File: config.mk
export PLATFORM = sky130hd
export DESIGN_NAME = spdif_cs_seq
export DESIGN_NICKNAME = d
export VERILOG_FILES = /design/src/rtl/spdif_cs_pkg.sv /design/src/rtl/spdif_cs_walker.sv /design/src/rtl/spdif_usr_fifo.sv /design/src/rtl/spdif_usr_shift.sv /design/src/rtl/spdif_cs_seq.sv
export SDC_FILE = /design/constraint.sdc
export NUM_CORES = 1
export LEC_CHECK = 0
export BUFFER_PORTS_ARGS = -buffer_cell sky130_fd_sc_hd__buf_2
export CORE_ASPECT_RATIO = 1.75
export CORE_MARGIN = 2
export CORE_UTILIZATION = 38
export CTS_CLUSTER_SIZE = 20
export DETAILED_ROUTE_END_ITERATION = 16
export RECOVER_POWER = 100
export SLEW_MARGIN = 20
export SYNTH_ARGS = -nofsm -noshare
export SYNTH_HDL_FRONTEND = slang
export SYNTH_SLANG_ARGS = --single-unit
File: constraint.sdc
create_clock -name clk -period 5.3 [get_ports clk]
set_input_delay 0.795 -clock clk [delete_from_list [all_inputs] [get_ports clk]]
set_output_delay 0.795 -clock clk [all_outputs]
set_load 0.01 [all_outputs]
File: src/rtl/spdif_cs_pkg.sv
package spdif_cs_pkg;

    // Frame control decoded once at the top and shared by both bit paths.
    typedef struct packed {
        logic adv;   // a frame starts or advances
        logic stop;  // transmission ends at this boundary
    } frm_ctl_t;

endpackage

File: src/rtl/spdif_cs_walker.sv
module spdif_cs_walker
    import spdif_cs_pkg::*;
#(
    parameter int WORD_W   = 32,
    parameter int CS_WORDS = 6
) (
    input  logic                         clk,
    input  logic                         rst_n,
    input  frm_ctl_t                     ctl,
    input  logic                         cs_en,
    input  logic [CS_WORDS*WORD_W-1:0]   page,
    output logic                         cs_bit,
    output logic                         block_first,
    output logic                         cs_busy
);
    localparam int BW = $clog2(WORD_W);
    localparam int WW = (CS_WORDS > 1) ? $clog2(CS_WORDS) : 1;
    localparam logic [WW-1:0] LAST_W = WW'(CS_WORDS - 1);
    localparam logic [BW-1:0] LAST_B = BW'(WORD_W - 1);

    typedef struct packed {
        logic [BW-1:0]     bitc;
        logic [WW-1:0]     word;
        logic [WORD_W-1:0] sh;
        logic              cbit;
        logic              first;
        logic              busy;
    } st_t;

    st_t q, d;

    logic [WORD_W-1:0] words [CS_WORDS];
    logic [WORD_W-1:0] cur_word;
    logic              next_bit;

    for (genvar g = 0; g < CS_WORDS; g++) begin : g_words
        assign words[g] = page[g*WORD_W +: WORD_W];
    end

    assign cur_word = words[q.word];

    always_comb begin
        d        = q;
        next_bit = 1'b0;
        if (ctl.stop) begin
            d = '0;
        end else if (ctl.adv) begin
            d.first = (q.bitc == '0) && (q.word == '0);
            if (q.bitc == '0) begin
                next_bit = cur_word[0];
                d.sh     = cur_word >> 1;
                if ((q.word == '0) && cs_en) d.busy = 1'b1;
                if (q.word == LAST_W)        d.busy = 1'b0;
            end else begin
                next_bit = q.sh[0];
                d.sh     = q.sh >> 1;
            end
            d.cbit = cs_en & next_bit;
            if (q.bitc == LAST_B) begin
                d.bitc = '0;
                d.word = (q.word == LAST_W) ? '0 : q.word + 1'b1;
            end else begin
                d.bitc = q.bitc + 1'b1;
            end
        end
    end

    always_ff @(posedge clk) begin
        if (!rst_n) q <= '0;
        else        q <= d;
    end

    assign cs_bit      = q.cbit;
    assign block_first = q.first;
    assign cs_busy     = q.busy;

    a_r5_cs_off_zero: assert property (@(posedge clk) disable iff (!rst_n)
        $past(ctl.adv && !cs_en) |-> !cs_bit);

    a_r11_stop_clears_cs: assert property (@(posedge clk) disable iff (!rst_n)
        $past(ctl.stop) |-> (!cs_bit && !cs_busy && !block_first));

    a_r6_busy_at_block_start: assert property (@(posedge clk) disable iff (!rst_n)
        ($past(ctl.adv) && block_first) |-> (cs_busy == $past(cs_en)));

endmodule

File: src/rtl/spdif_usr_fifo.sv
module spdif_usr_fifo #(
    parameter int WORD_W = 32,
    parameter int DEPTH  = 4
) (
    input  logic                         clk,
    input  logic                         rst_n,
    input  logic                         push,
    input  logic [WORD_W-1:0]            wdata,
    input  logic                         pop,
    output logic [WORD_W-1:0]            head,
    output logic [$clog2(DEPTH+1)-1:0]   count
);
    localparam int AW = $clog2(DEPTH);
    localparam int CW = $clog2(DEPTH + 1);
    localparam logic [AW-1:0] LAST_P = AW'(DEPTH - 1);
    localparam logic [CW-1:0] FULL_C = CW'(DEPTH);

    typedef struct packed {
        logic [DEPTH-1:0][WORD_W-1:0] mem;
        logic [AW-1:0]                wp;
        logic [AW-1:0]                rp;
        logic [CW-1:0]                cnt;
    } st_t;

    st_t  q, d;
    logic do_push, do_pop;

    always_comb begin
        d       = q;
        do_push = push && (q.cnt != FULL_C);
        do_pop  = pop && (q.cnt != '0);
        if (do_push) begin
            d.mem[q.wp] = wdata;
            d.wp        = (q.wp == LAST_P) ? '0 : q.wp + 1'b1;
        end
        if (do_pop) begin
            d.rp = (q.rp == LAST_P) ? '0 : q.rp + 1'b1;
        end
        case ({do_push, do_pop})
            2'b10:   d.cnt = q.cnt + 1'b1;
            2'b01:   d.cnt = q.cnt - 1'b1;
            default: d.cnt = q.cnt;
        endcase
    end

    always_ff @(posedge clk) begin
        if (!rst_n) q <= '0;
        else        q <= d;
    end

    assign head  = q.mem[q.rp];
    assign count = q.cnt;

    a_r7_push_counts: assert property (@(posedge clk) disable iff (!rst_n)
        $past(push && !pop && (count != FULL_C)) |-> (count == CW'($past(count) + 1'b1)));

    a_r7_full_drops: assert property (@(posedge clk) disable iff (!rst_n)
        $past(push && !pop && (count == FULL_C)) |-> (count == FULL_C));

endmodule

File: src/rtl/spdif_usr_shift.sv
module spdif_usr_shift
    import spdif_cs_pkg::*;
#(
    parameter int WORD_W = 32,
    parameter int CW     = 3
) (
    input  logic              clk,
    input  logic              rst_n,
    input  frm_ctl_t          ctl,
    input  logic              usr_en,
    input  logic              run_next,
    input  logic [CW-1:0]     fifo_cnt,
    input  logic [WORD_W-1:0] head,
    output logic              pop,
    output logic              usr_bit,
    output logic              usr_busy
);
    localparam int BW = $clog2(WORD_W);
    localparam logic [BW-1:0] LAST_B = BW'(WORD_W - 1);

    typedef struct packed {
        logic              act;
        logic [BW-1:0]     bitc;
        logic [WORD_W-1:0] sh;
        logic              ubit;
        logic              busy;
    } st_t;

    st_t q, d;

    always_comb begin
        d   = q;
        pop = 1'b0;
        if (ctl.stop) begin
            d.act  = 1'b0;
            d.bitc = '0;
            d.sh   = '0;
            d.ubit = 1'b0;
        end else if (ctl.adv) begin
            if (!usr_en) begin
                d.ubit = 1'b0;
            end else if (q.act) begin
                d.ubit = q.sh[0];
                d.sh   = q.sh >> 1;
                if (q.bitc == LAST_B) begin
                    d.act  = 1'b0;
                    d.bitc = '0;
                end else begin
                    d.bitc = q.bitc + 1'b1;
                end
            end else if (fifo_cnt != '0) begin
                pop    = 1'b1;
                d.ubit = head[0];
                d.sh   = head >> 1;
                d.bitc = BW'(1);
                d.act  = 1'b1;
            end else begin
                d.ubit = 1'b0;
            end
        end
        d.busy = run_next && usr_en && ((fifo_cnt > CW'(pop)) || d.act);
    end

    always_ff @(posedge clk) begin
        if (!rst_n) q <= '0;
        else        q <= d;
    end

    assign usr_bit  = q.ubit;
    assign usr_busy = q.busy;

    a_r9_u_quiet: assert property (@(posedge clk) disable iff (!rst_n)
        $past(ctl.adv && !usr_en) |-> !usr_bit);

    a_r10_busy_needs_en: assert property (@(posedge clk) disable iff (!rst_n)
        usr_busy |-> $past(usr_en));

endmodule

File: src/rtl/spdif_cs_seq.sv
module spdif_cs_seq
    import spdif_cs_pkg::*;
#(
    parameter int WORD_W   = 32,
    parameter int CS_WORDS = 6,
    parameter int UF_DEPTH = 4
) (
    input  logic                       clk,
    input  logic                       rst_n,
    input  logic                       tx_en,
    input  logic                       cs_en,
    input  logic                       usr_en,
    input  logic                       frame_tick,
    input  logic [CS_WORDS*WORD_W-1:0] cs_page,
    input  logic                       usr_wr,
    input  logic [WORD_W-1:0]          usr_wdata,
    output logic                       cs_bit,
    output logic                       usr_bit,
    output logic                       block_first,
    output logic                       tx_busy,
    output logic                       cs_busy,
    output logic                       usr_busy
);
    localparam int CW = $clog2(UF_DEPTH + 1);

    typedef struct packed {
        logic busy;
    } st_t;

    st_t               q, d;
    frm_ctl_t          ctl;
    logic              fifo_pop;
    logic [WORD_W-1:0] fifo_head;
    logic [CW-1:0]     fifo_cnt;

    always_comb begin
        d        = q;
        ctl.adv  = frame_tick && tx_en;
        ctl.stop = frame_tick && !tx_en && q.busy;
        d.busy   = tx_en || (q.busy && !frame_tick);
    end

    always_ff @(posedge clk) begin
        if (!rst_n) q <= '0;
        else        q <= d;
    end

    assign tx_busy = q.busy;

    spdif_cs_walker #(.WORD_W(WORD_W), .CS_WORDS(CS_WORDS)) u_walk (
        .clk         (clk),
        .rst_n       (rst_n),
        .ctl         (ctl),
        .cs_en       (cs_en),
        .page        (cs_page),
        .cs_bit      (cs_bit),
        .block_first (block_first),
        .cs_busy     (cs_busy)
    );

    spdif_usr_fifo #(.WORD_W(WORD_W), .DEPTH(UF_DEPTH)) u_fifo (
        .clk   (clk),
        .rst_n (rst_n),
        .push  (usr_wr),
        .wdata (usr_wdata),
        .pop   (fifo_pop),
        .head  (fifo_head),
        .count (fifo_cnt)
    );

    spdif_usr_shift #(.WORD_W(WORD_W), .CW(CW)) u_ushift (
        .clk      (clk),
        .rst_n    (rst_n),
        .ctl      (ctl),
        .usr_en   (usr_en),
        .run_next (d.busy),
        .fifo_cnt (fifo_cnt),
        .head     (fifo_head),
        .pop      (fifo_pop),
        .usr_bit  (usr_bit),
        .usr_busy (usr_busy)
    );

    a_r1_busy_follows_en: assert property (@(posedge clk) disable iff (!rst_n)
        $past(tx_en) |-> tx_busy);

    a_r1_busy_holds: assert property (@(posedge clk) disable iff (!rst_n)
        $past(tx_busy && !frame_tick) |-> tx_busy);

    a_r1_drop_on_tick: assert property (@(posedge clk) disable iff (!rst_n)
        $fell(tx_busy) |-> $past(frame_tick && !tx_en));

endmodule

==> run metrics <==
largest net degree at the start of global routing 74; drt first pass iters 4; Multi-input gate area 5879 sq um; Final Max Slew Viols 68; Area growth syn-to-layout 17.48%; width of the die 131.5 um; routability cong. 0.7673; # DRC 0; skew final 0.008749 ns; Routed WL 32230 um; Die Footprint 29860 sq um; Final Cycle Share 68.28%; worst slew pin tran 2.534 ns; via count 9453; clk_lat worst skew 0.51 ns; final net count 1635; worst hold path type reg2reg; CP Max Fanout 73; Syn. warnings 0; total power 3.737 mW; Final Util 45.40%; P per Cell Area 294.3 nW/um^2; FF+latch count, synth 217; mapped cell area 10810 sq um; syn_nets 1470; CTS Buf Count 22; max cap viols 1; Final min period 3.619 ns; library cells used by synthesis 52; initial antenna violation count 5; H-tree depth 1; Port Buf Inserts 236; ys flop type dfxtp_1; Mapped Cells 1226; CP required 5.73 ns; Post-synth EDFFs 0; Die Span Y 227.1 um; Worst-path clk slew 0.06 ns; Syn Area/Cell 8.817 sq um; CTS tree done; Initial Util 38.64%; final hold vios 0; I/O pin count 237; Setup Buffers After CTS 0; VDD IR max 0.2629 mV; Design Area, Final 12700 sq um; layout cells sized above 1 23.90%; startpoint types input pin; post-detail-place hpwl 21790 um; Reg area 4352 sq um; # rows 81; most frequent cells in the layout nand2_1 (275), buf_2 (229), dfxtp_1 (213); worst hold margin 0.4648 ns; ys async rst share 0%; Core Region 27970 sq um; Total GRT Usage 21.05%; initial DRC count 574; first-pass GRT wire length 50900 um; fillers 2766; Arr. time, crit path 4.05 ns; # resized after CTS 0; WL/cell 18.09 um; Longest Clk Path Bufs 3; Fin Setup TNS 0 ns; Setup Viol. Count Final 0; Leak 4.593 nW; RSZ-0062 raised after global routing no; Slew headroom -68.94%; vias per cell 5.305; sequential fraction of the synthesis area 40.19%; most common cell after layout, fill and taps aside nand2_1; Cell Area, Placed 12060 sq um; vias in the first global route 9584; Root Driver clkbuf_16; grt ovf 0; Sink Count 217; failing checks capacitance limit, slew limit; WS Path Type in2reg; outcome finished, violations left; DRT antenna net count 0; Crit. End Element flip-flop; Max Freq 276.3 MHz; CTS Hold Bufs 0
## layout make-up
cell class | count | area share, %
well taps | 373 | 3.675
repair buffers | 246 | 9.774
multi-input cells | 890 | 46.30
clock inverters | 5 | 0.2562
clock buffers | 34 | 5.252
diodes | 3 | 0.05912
flip-flops and latches | 217 | 34.27
inverters | 14 | 0.4138
## per-layer routing
layer	track usage, %	wire, um	vias up
li1	-	-	4649
met1	23.12	12510	4404
met5	0	26	-
met2	39.17	16070	325
met4	9.362	1451	4
met3	4.142	2181	71
## logic make-up after synthesis
| family | Yosys count | synth area share [%] |
|---|---|---|
| AOI/OAI and AO/OA | 290 | 18.53 |
| xor gates and xnor gates | 3 | 0.2431 |
| adders and majority gates | 13 | 1.574 |
| buffers and inverters | 119 | 5.186 |
| DFF | 217 | 40.19 |
| muxes | 126 | 15.50 |
| and+or+nand+nor | 458 | 18.78 |
## worst max-delay path: stages
cell	delay, ns
clkbuf_1	1.76
clkbuf_2	1.14
a21boi_0	0.28
## flip-flops by register name, summed over array words and instances (netlist names), 3 cells and up
signal        flops
u_walk.q         39
u_ushift.q       37
u_fifo.q        132
u_fifo.count      3
## through the flow
| step | cells | worst slack, ns |
|---|---|---|
| floorplan | 1226 | 2.758 |
| global placement | 1740 | 2.299 |
| detailed placement | 1740 | 2.227 |
| CTS | 1779 | 2.585 |
| global route | 1780 | 1.308 |
| finish | 1782 | 1.681 |
## power breakdown
part | internal (mW) | switching, mW
Sequential | 1.70 | 0.0460
Clock | 0.869 | 0.660
Combinational | 0.204 | 0.254
Total | 2.78 | 0.961
## cell usage after synthesis, types with 3 or more instances
cell	instances	area share (%)
o22ai_1	74	4.3
o21ai_0	27	1.3
clkbuf_1	44	1.5
nand3b_1	3	0.21
mux2i_1	92	8.5
a21oi_1	12	0.56
buf_2	49	2.3
buf_6	3	0.31
a22oi_1	4	0.28
a221oi_1	14	1.1
a21boi_0	4	0.28
inv_1	14	0.49
nor3_2	21	1.9
nor2b_1	3	0.17
nor3_1	41	1.9
dfxtp_1	217	40
and3_1	7	0.41
a21boi_1	129	9.0
nand2b_1	3	0.17
o21ai_1	10	0.46
ha_1	12	1.4
nor2_1	74	2.6
nand3_1	11	0.51
mux4_2	33	6.9
and2_1	5	0.29
a31oi_1	3	0.17
or3_1	4	0.23
buf_4	8	0.56
nand2_1	276	9.6
## path summary, 6_finish.rpt
| check | slack, ns | startpoint | endpoint | depth (start not counted) |
|---|---|---|---|---|
| max | 1.68 | rst_n | u_fifo.q[62]$_SDFFE_PN0P_ | 3 |
| min | 0.46 | u_fifo.q[25]$_SDFFE_PN0P_ | u_fifo.q[25]$_SDFFE_PN0P_ | 2 |
| max reg2reg | 1.94 | u_ushift.q[39]$_SDFF_PN0_ | u_fifo.count[2]$_SDFFE_PN0P_ | 10 |
| min reg2reg | 0.46 | u_fifo.q[25]$_SDFFE_PN0P_ | u_fifo.q[25]$_SDFFE_PN0P_ | 2 |
Note: power is estimated with default switching activity, not from simulation.
